File: src/rtl/cpu_pkg.sv
package cpu_pkg;
  localparam int DW     = 8;
  localparam int AW     = 16;
  localparam int NREG   = 4;
  localparam int RSEL_W = $clog2(NREG);
  localparam int OPC_W  = 4;
  localparam int IW     = 2 * DW;

  typedef enum logic [OPC_W-1:0] {
    OP_ADD   = 4'h0, OP_SUB  = 4'h1, OP_AND  = 4'h2, OP_OR   = 4'h3,
    OP_XOR   = 4'h4, OP_SHL  = 4'h5, OP_SHR  = 4'h6, OP_MUL  = 4'h7,
    OP_DIV   = 4'h8, OP_CMP  = 4'h9, OP_LOAD = 4'hA, OP_STORE = 4'hB,
    OP_JMP   = 4'hC, OP_JZ   = 4'hD, OP_CALL = 4'hE, OP_HALT = 4'hF
  } opcode_e;

  typedef enum logic [3:0] {
    ST_F0, ST_F1, ST_F2, ST_A1, ST_A2, ST_EX, ST_LD, ST_PUSH, ST_HALT
  } seq_state_e;

  typedef struct packed {
    logic z;
    logic n;
    logic c;
    logic v;
  } flags_t;

  function automatic logic needs_operand(opcode_e op);
    return (op >= OP_LOAD) && (op <= OP_CALL);
  endfunction

  function automatic logic is_arith(opcode_e op);
    return op <= OP_CMP;
  endfunction
endpackage

File: src/rtl/byte_alu.sv
module byte_alu
  import cpu_pkg::*;
(
  input  opcode_e       op,
  input  logic [DW-1:0] a,
  input  logic [DW-1:0] b,
  output logic [DW-1:0] res,
  output logic          carry,
  output logic          ovf
);
  localparam int MSB = DW - 1;

  logic [DW:0]     sum;
  logic [DW:0]     dif;
  logic [2*DW-1:0] prod;

  always_comb begin
    sum   = {1'b0, a} + {1'b0, b};
    dif   = {1'b0, a} - {1'b0, b};
    prod  = {{DW{1'b0}}, a} * {{DW{1'b0}}, b};
    res   = a;
    carry = 1'b0;
    ovf   = 1'b0;
    case (op)
      OP_ADD: begin
        res   = sum[DW-1:0];
        carry = sum[DW];
        ovf   = (a[MSB] ^ res[MSB]) & (b[MSB] ^ res[MSB]);
      end
      OP_SUB, OP_CMP: begin
        res   = dif[DW-1:0];
        carry = (a >= b);
        ovf   = (a[MSB] ^ b[MSB]) & (a[MSB] ^ res[MSB]);
      end
      OP_AND: res = a & b;
      OP_OR:  res = a | b;
      OP_XOR: res = a ^ b;
      OP_SHL: begin
        res   = {a[DW-2:0], 1'b0};
        carry = a[MSB];
      end
      OP_SHR: begin
        res   = {1'b0, a[DW-1:1]};
        carry = a[0];
      end
      OP_MUL: begin
        res   = prod[DW-1:0];
        carry = |prod[2*DW-1:DW];
      end
      OP_DIV: begin
        if (b == '0) begin
          res   = '0;
          carry = 1'b1;
          ovf   = 1'b1;
        end else begin
          res = a / b;
        end
      end
      default: res = a;
    endcase
  end
endmodule

File: src/rtl/cpu_regfile.sv
module cpu_regfile #(
  parameter int N = 4,
  parameter int W = 8,
  localparam int SW = $clog2(N)
) (
  input  logic          clk,
  input  logic          rst_n,
  input  logic          we,
  input  logic [SW-1:0] wsel,
  input  logic [W-1:0]  wdata,
  input  logic [SW-1:0] rsel_a,
  input  logic [SW-1:0] rsel_b,
  output logic [W-1:0]  rdata_a,
  output logic [W-1:0]  rdata_b,
  output logic [N*W-1:0] flat
);
  for (genvar g = 0; g < N; g++) begin : g_reg
    logic [W-1:0] q;
    always_ff @(posedge clk) begin
      if (!rst_n)                         q <= '0;
      else if (we && (wsel == SW'(g)))    q <= wdata;
    end
    assign flat[g*W +: W] = q;
  end

  assign rdata_a = flat[rsel_a*W +: W];
  assign rdata_b = flat[rsel_b*W +: W];

  // a write is visible in the selected register on the next cycle
  assert_write_lands_R3: assert property (@(posedge clk) disable iff (!rst_n)
    we |=> (flat[$past(wsel)*W +: W] == $past(wdata)));
endmodule

File: src/rtl/cpu_cycle_ctr.sv
module cpu_cycle_ctr #(
  parameter int CW = 32
) (
  input  logic          clk,
  input  logic          rst_n,
  input  logic          run,
  output logic [CW-1:0] count
);
  always_ff @(posedge clk) begin
    if (!rst_n)   count <= '0;
    else if (run) count <= count + 1'b1;
  end

  assert_count_frozen_R12: assert property (@(posedge clk) disable iff (!rst_n)
    !run |=> $stable(count));
  assert_count_step_R12: assert property (@(posedge clk) disable iff (!rst_n)
    run |=> (count == CW'($past(count) + 1'b1)));
endmodule

File: src/rtl/byte_cpu_seq.sv
module byte_cpu_seq
  import cpu_pkg::*;
#(
  parameter int          CNT_W    = 32,
  parameter logic [15:0] RESET_PC = 16'h0000,
  parameter logic [15:0] RESET_SP = 16'h0000
) (
  input  logic               clk,
  input  logic               rst_n,
  output logic [AW-1:0]      mem_addr,
  output logic               mem_rd,
  output logic               mem_we,
  output logic [DW-1:0]      mem_wdata,
  input  logic [DW-1:0]      mem_rdata,
  output logic               halted,
  output logic [CNT_W-1:0]   cycle_count,
  output logic [AW-1:0]      pc_o,
  output logic [AW-1:0]      sp_o,
  output logic [3:0]         flags_o,
  output logic [NREG*DW-1:0] regs_o
);
  seq_state_e       st_q;
  logic [AW-1:0]    pc_q, sp_q, opnd_q;
  logic [IW-1:0]    ir_q;
  flags_t           flg_q;
  logic             halt_q;

  opcode_e          op;
  logic [RSEL_W-1:0] rd_sel, rs_sel;
  logic [AW-1:0]    pc_p1, pc_p2, pc_p3, pc_p4, sp_m1;
  logic [DW-1:0]    ra, rb, alu_res;
  logic             alu_c, alu_v;
  logic             rf_we;
  logic [DW-1:0]    rf_wdata;

  assign op     = opcode_e'(ir_q[IW-1 -: OPC_W]);
  assign rd_sel = ir_q[IW-OPC_W-1 -: RSEL_W];
  assign rs_sel = ir_q[IW-OPC_W-RSEL_W-1 -: RSEL_W];
  assign pc_p1  = pc_q + AW'(1);
  assign pc_p2  = pc_q + AW'(2);
  assign pc_p3  = pc_q + AW'(3);
  assign pc_p4  = pc_q + AW'(4);
  assign sp_m1  = sp_q - AW'(1);

  byte_alu u_alu (
    .op    (op),
    .a     (ra),
    .b     (rb),
    .res   (alu_res),
    .carry (alu_c),
    .ovf   (alu_v)
  );

  assign rf_we    = ((st_q == ST_EX) && (op <= OP_DIV)) || (st_q == ST_LD);
  assign rf_wdata = (st_q == ST_LD) ? mem_rdata : alu_res;

  cpu_regfile #(.N(NREG), .W(DW)) u_rf (
    .clk     (clk),
    .rst_n   (rst_n),
    .we      (rf_we),
    .wsel    (rd_sel),
    .wdata   (rf_wdata),
    .rsel_a  (rd_sel),
    .rsel_b  (rs_sel),
    .rdata_a (ra),
    .rdata_b (rb),
    .flat    (regs_o)
  );

  cpu_cycle_ctr #(.CW(CNT_W)) u_ctr (
    .clk   (clk),
    .rst_n (rst_n),
    .run   (!halt_q),
    .count (cycle_count)
  );

  // memory request decode: one request per cycle, address held for its cycle
  always_comb begin
    mem_addr  = '0;
    mem_rd    = 1'b0;
    mem_we    = 1'b0;
    mem_wdata = '0;
    case (st_q)
      ST_F0: begin mem_addr = pc_q;  mem_rd = 1'b1; end
      ST_F1: begin mem_addr = pc_p1; mem_rd = 1'b1; end
      ST_F2: if (needs_operand(op)) begin mem_addr = pc_p2; mem_rd = 1'b1; end
      ST_A1: begin mem_addr = pc_p3; mem_rd = 1'b1; end
      ST_EX: begin
        case (op)
          OP_LOAD:  begin mem_addr = opnd_q; mem_rd = 1'b1; end
          OP_STORE: begin mem_addr = opnd_q; mem_we = 1'b1; mem_wdata = rb; end
          OP_CALL:  begin mem_addr = sp_m1;  mem_we = 1'b1; mem_wdata = pc_p4[AW-1 -: DW]; end
          default: ;
        endcase
      end
      ST_PUSH: begin mem_addr = sp_m1; mem_we = 1'b1; mem_wdata = pc_p4[DW-1:0]; end
      default: ;
    endcase
  end

  always_ff @(posedge clk) begin
    if (!rst_n) begin
      st_q   <= ST_F0;
      pc_q   <= RESET_PC;
      sp_q   <= RESET_SP;
      ir_q   <= '0;
      opnd_q <= '0;
      flg_q  <= '0;
      halt_q <= 1'b0;
    end else begin
      case (st_q)
        ST_F0: st_q <= ST_F1;
        ST_F1: begin
          ir_q[IW-1 -: DW] <= mem_rdata;
          st_q             <= ST_F2;
        end
        ST_F2: begin
          ir_q[DW-1:0] <= mem_rdata;
          st_q         <= needs_operand(op) ? ST_A1 : ST_EX;
        end
        ST_A1: begin
          opnd_q[AW-1 -: DW] <= mem_rdata;
          st_q               <= ST_A2;
        end
        ST_A2: begin
          opnd_q[DW-1:0] <= mem_rdata;
          st_q           <= ST_EX;
        end
        ST_EX: begin
          st_q <= ST_F0;
          case (op)
            OP_LOAD:  st_q <= ST_LD;
            OP_STORE: pc_q <= pc_p4;
            OP_JMP:   pc_q <= opnd_q;
            OP_JZ:    pc_q <= flg_q.z ? opnd_q : pc_p4;
            OP_CALL: begin
              sp_q <= sp_m1;
              st_q <= ST_PUSH;
            end
            OP_HALT: begin
              halt_q <= 1'b1;
              pc_q   <= pc_p2;
              st_q   <= ST_HALT;
            end
            default: begin
              flg_q <= flags_t'{z: (alu_res == '0), n: alu_res[DW-1], c: alu_c, v: alu_v};
              pc_q  <= pc_p2;
            end
          endcase
        end
        ST_LD: begin
          flg_q <= flags_t'{z: (mem_rdata == '0), n: mem_rdata[DW-1], c: 1'b0, v: 1'b0};
          pc_q  <= pc_p4;
          st_q  <= ST_F0;
        end
        ST_PUSH: begin
          sp_q <= sp_m1;
          pc_q <= opnd_q;
          st_q <= ST_F0;
        end
        ST_HALT: st_q <= ST_HALT;
        default: st_q <= ST_F0;
      endcase
    end
  end

  assign halted  = halt_q;
  assign pc_o    = pc_q;
  assign sp_o    = sp_q;
  assign flags_o = flg_q;

  // bus never reads and writes at once
  assert_rd_we_excl_R2: assert property (@(posedge clk) disable iff (!rst_n)
    !(mem_rd && mem_we));
  // low instruction byte is fetched from the address after the high byte
  assert_fetch_next_R2: assert property (@(posedge clk) disable iff (!rst_n)
    (st_q == ST_F1) |-> (mem_addr == AW'($past(mem_addr) + 1'b1)));
  // second push goes one below the first
  assert_push_order_R9: assert property (@(posedge clk) disable iff (!rst_n)
    (st_q == ST_PUSH) |-> (mem_addr == AW'($past(mem_addr) - 1'b1)));
  // flag-preserving opcodes leave flags alone
  assert_flags_kept_R10: assert property (@(posedge clk) disable iff (!rst_n)
    ((st_q == ST_EX) && !is_arith(op)) |=> $stable(flg_q));
  // once halted, state and bus are frozen
  assert_halt_freeze_R11: assert property (@(posedge clk) disable iff (!rst_n)
    halt_q |=> (halt_q && $stable(pc_q) && $stable(sp_q) && $stable(flg_q)
                && $stable(regs_o) && !mem_rd && !mem_we));
endmodule

File: config.mk
export PLATFORM = sky130hd
export DESIGN_NAME = byte_cpu_seq
export DESIGN_NICKNAME = d
export VERILOG_FILES = /design/src/rtl/cpu_pkg.sv /design/src/rtl/byte_alu.sv /design/src/rtl/cpu_regfile.sv /design/src/rtl/cpu_cycle_ctr.sv /design/src/rtl/byte_cpu_seq.sv
export SDC_FILE = /design/constraint.sdc
export NUM_CORES = 1
export LEC_CHECK = 0
export ABC_AREA = 1
export CORE_AREA = 2 2 182 184
export CTS_CLUSTER_SIZE = 14
export DETAILED_ROUTE_END_ITERATION = 7
export DIE_AREA = 0 0 184 186
export SKIP_CTS_REPAIR_TIMING = 1
export SYNTH_ARGS = -nofsm -noshare
export SYNTH_HDL_FRONTEND = slang
export SYNTH_SLANG_ARGS = --single-unit
File: constraint.sdc
create_clock -name clk -period 9.9 [get_ports clk]
set_input_delay 1.485 -clock clk [delete_from_list [all_inputs] [get_ports clk]]
set_output_delay 1.485 -clock clk [all_outputs]
set_load 0.05 [all_outputs]
==> summary.txt <==
Die
  – Starting Density: 39.7%
  – Area of the die: 34200 sq um
  – Die width: 184 um
  – Die Height: 186 um
  – Placement Rows: 66
  – I/O Pins: 137
  – Core Box Area: about 32000 sq um

Critical path
  – Crit. End Element: register
  – Crit start category: register
  – Worst path required time: 10.25 ns
  – CP bufs+invs: 7
  – CP max FO: 7
  – Max incr delay on CP: between 0.3 and 0.4 ns
  – Worst path most repeated cell: nand2_1
  – Type of the worst setup path: reg -> reg
  – Crit-path slowest cell: dfxtp_1
  – Arrival time at the worst endpoint: 9.49 ns
  – CP top delay family: simple AND/OR/NAND/NOR gates

STA
  – FMAX: approximately 110 MHz
  – Slew @ Worst Pin: roughly 0.99 ns
  – Fin worst setup slack: roughly 0.76 ns
  – Setup Skew: 0.0135 ns
  – Fin crit share: 92.3%
  – Fin crit period: 9.14 ns
  – Hold Vio Cnt, Final: 0
  – Max-slew violations: 0
  – Setup TNS: 0 ns
  – Slew margin rel.: 34.1%
  – # setup viols final: 0

Power and ir drop
  – Leakage dissipation: 7.17 nW
  – Pwr/cell area: 352 nW/um^2
  – Cell Int Power: around 0.0027 W
  – Sw Ratio: 51.0%
  – Overall Power: 0.00550 W
  – Worst vdd ir: roughly 0.00078 V
  – P_sw: 0.00281 W
  – Comb pwr share: 78.6%
  – Sequential share of power: 10.4%
  – Clock share of power: 11.1%

Global route
  – GRT Total Usage: between 20% and 30%
  – First-pass GRT wire length: slightly above 70 mm
  – Grt total ovfl: 0
  – Largest net degree at the start of global routing: between 50 and 60
  – Initial antenna violation count: 0
  – Number of global-route vias before repair: 13300

Clock network
  – CTS sink count: 129
  – CTS tree: done
  – Total CTS buffers: 17
  – Clock transition at path regs: 0.07 ns
  – Htree depth: 4
  – Worst-Skew Late Latency: 0.43 ns
  – Clock Root Buffer: clkbuf_16
  – Clock buffer depth: 2

Placement
  – Port Buffer Count: 136
  – Routability Congestion: between 0.9 and 1
  – Placed cell count: 2532
  – Post-DP HPWL: 34.0 mm
  – DP Worst Slack: -0.135 ns

Yosys
  – Synthesized Nets: 2150
  – Post-Synthesis Cell Area: 12800 sq um
  – Post-synthesis sequential area ratio: 20.2%
  – Main synth FF type: dfxtp_1
  – FFs w/ async S/R, synth: 0%
  – Mapped Cells: between 1500 and 2000
  – Warnings, synthesis: 0
  – Number of synthesized flops with an enable pin: 0
  – Seq cells post-synth: 129
  – Average size of a mapped cell: ~6.4 sq um
  – Library cells used by synthesis: 60

Finish
  – Ant diodes: 0
  – Post-Layout Cell Count: 2579
  – Final #Nets: 2312
  – Area Overhead vs Synth: 22.5%
  – Fin util: 48.6%
  – Layout cells sized above 1: 9.12%

Detailed routing
  – Routed vias/inst: 5.37
  – WL/cell: 17.5 um
  – Detailed Route WL: 45.0 mm
  – Drc violations: 0
  – DRT antenna net count: 0
  – Initial DRC count: 1048
  – DR vias: 13900
  – Pre-Repair DR Iteration Count: 6

Hold path
  – Worst hold path class: reg -> reg

Run
  – Max-cap violations: 0

Run status
  – Outcome: complete, no violations
## cell usage after synthesis (15+ instances only)
cell type / number / area (sq um)
a21oi_1: 138 / 691
a221oi_1: 15 / 131
clkbuf_1: 27 / 101
dfxtp_1: 129 / 2580
fa_1: 39 / 781
ha_1: 105 / 1310
inv_1: 309 / 1160
nand2_1: 442 / 1660
nand3_1: 105 / 526
nand4_1: 24 / 150
nor2_1: 240 / 901
nor3_1: 28 / 140
o211ai_1: 16 / 120
o21ai_0: 121 / 606
xor2_1: 42 / 368
## layout by cell type, fill, tap and decap left out, types with 4 or more instances in the layout
cell	synthesis	routed
a211oi_1	5	5
a21oi_1	138	138
a221oi_1	15	15
a22oi_1	5	5
a31oi_1	8	8
and2_1	4	4
buf_4	1	51
clkbuf_16	0	17
clkdlybuf4s50_1	0	135
clkinv_1	11	11
clkinv_4	0	4
dfxtp_1	129	127
fa_1	39	39
ha_1	105	95
ha_4	0	10
inv_1	309	303
inv_2	9	13
inv_6	0	6
nand2_1	442	434
nand2_2	8	14
nand2_4	4	6
nand3_1	105	98
nand3_2	7	12
nand3b_1	4	4
nand4_1	24	24
nor2_1	240	239
nor2_2	14	15
nor3_1	28	26
nor4_1	9	9
o2111ai_1	12	12
o211ai_1	16	16
o21ai_0	121	117
o21ai_1	14	12
o21ai_2	4	10
o21bai_1	8	7
o221ai_1	14	14
or2_2	14	14
xnor2_1	12	12
xor2_1	42	42
## worst reg2reg max path: cells and delay by family, from the launching register on
family	cells	cell delay, ns
simple gates	42	4.34
fa+ha+maj	8	2.08
compound gates	14	1.83
buf+inv	7	0.44
flops	1	0.37
## flip-flops by register name (all words and copies together) (netlist names)
name,count
st_q,4
ir_q,8
halted,1
u_ctr.count,32
opnd_q,16
u_rf.g.q,32
sp_o,16
flags_o,4
pc_o,16
## worst paths after layout
path                           start         endpoint  slack, ns  cells after the start
setup / recovery  u_rf.g_reg[0].q[7]       flags_o[3]       0.76                     71
hold / removal       u_ctr.count[31]  u_ctr.count[31]       0.48                      2
setup reg to reg  u_rf.g_reg[0].q[7]       flags_o[3]       0.76                     71
hold reg to reg      u_ctr.count[31]  u_ctr.count[31]       0.48                      2
## final cells by class
class	instances	area (sq um)
Sequential cell	129	2590
Timing Repair Buffer	187	1740
Multi-Input combinational cell	1492	9000
Clock buffer	17	425
Tap cell	408	510
Clock inverter	15	141
Inverter	331	1250
Fill cell	3385	16500
## power groups by stage
stage,Combinational (W),Clock [W],Sequential (W)
floorplan,0.00280,0,0.000598
global placement,0.00355,0,0.000581
detailed placement,0.00356,0,0.000581
CTS,0.00359,0.000622,0.000570
global route,0.00490,0.000647,0.000573
finish,0.00432,0.000610,0.000571
## through the flow
step | instance area [sq um] | hold WS [ns]
2_1_floorplan | 12800 | 0.438
3_3_place_gp | 14700 | 0.462
3_5_place_dp | 14700 | 0.465
4_1_cts | 15300 | 0.484
5_1_grt | 15700 | 0.495
6_report | 15700 | 0.482
## kinds of logic (layout without fill, tap and decap cells)
kind of cell             after synthesis  count (layout)  synth area share, %
AND/OR/NAND/NOR                      918             918                 31.1
AO/OA/AOI/OAI                        375             375                 17.1
buffers and inverters                375             550                 11.4
adder cells (fa/ha/maj)              144             144                 16.4
flip-flops                           129             129                 20.2
XOR/XNOR                              54              54                 3.70
multiplexers                           1               1               0.0783
## routing by layer
layer | vias to the layer above | GRT usage (%) | part of all wire [%] | routed length, um
met2 | 549 | 44.2 | 46 | 20600
met1 | 6389 | 34.8 | 44 | 19700
li1 | 6831 | - | - | -
met4 | 0 | 10.7 | 3.8 | 1710
met5 | - | 0 | 0 | 0
met3 | 93 | 3.58 | 6.7 | 3000
Note: power is estimated with default switching activity, not from simulation.
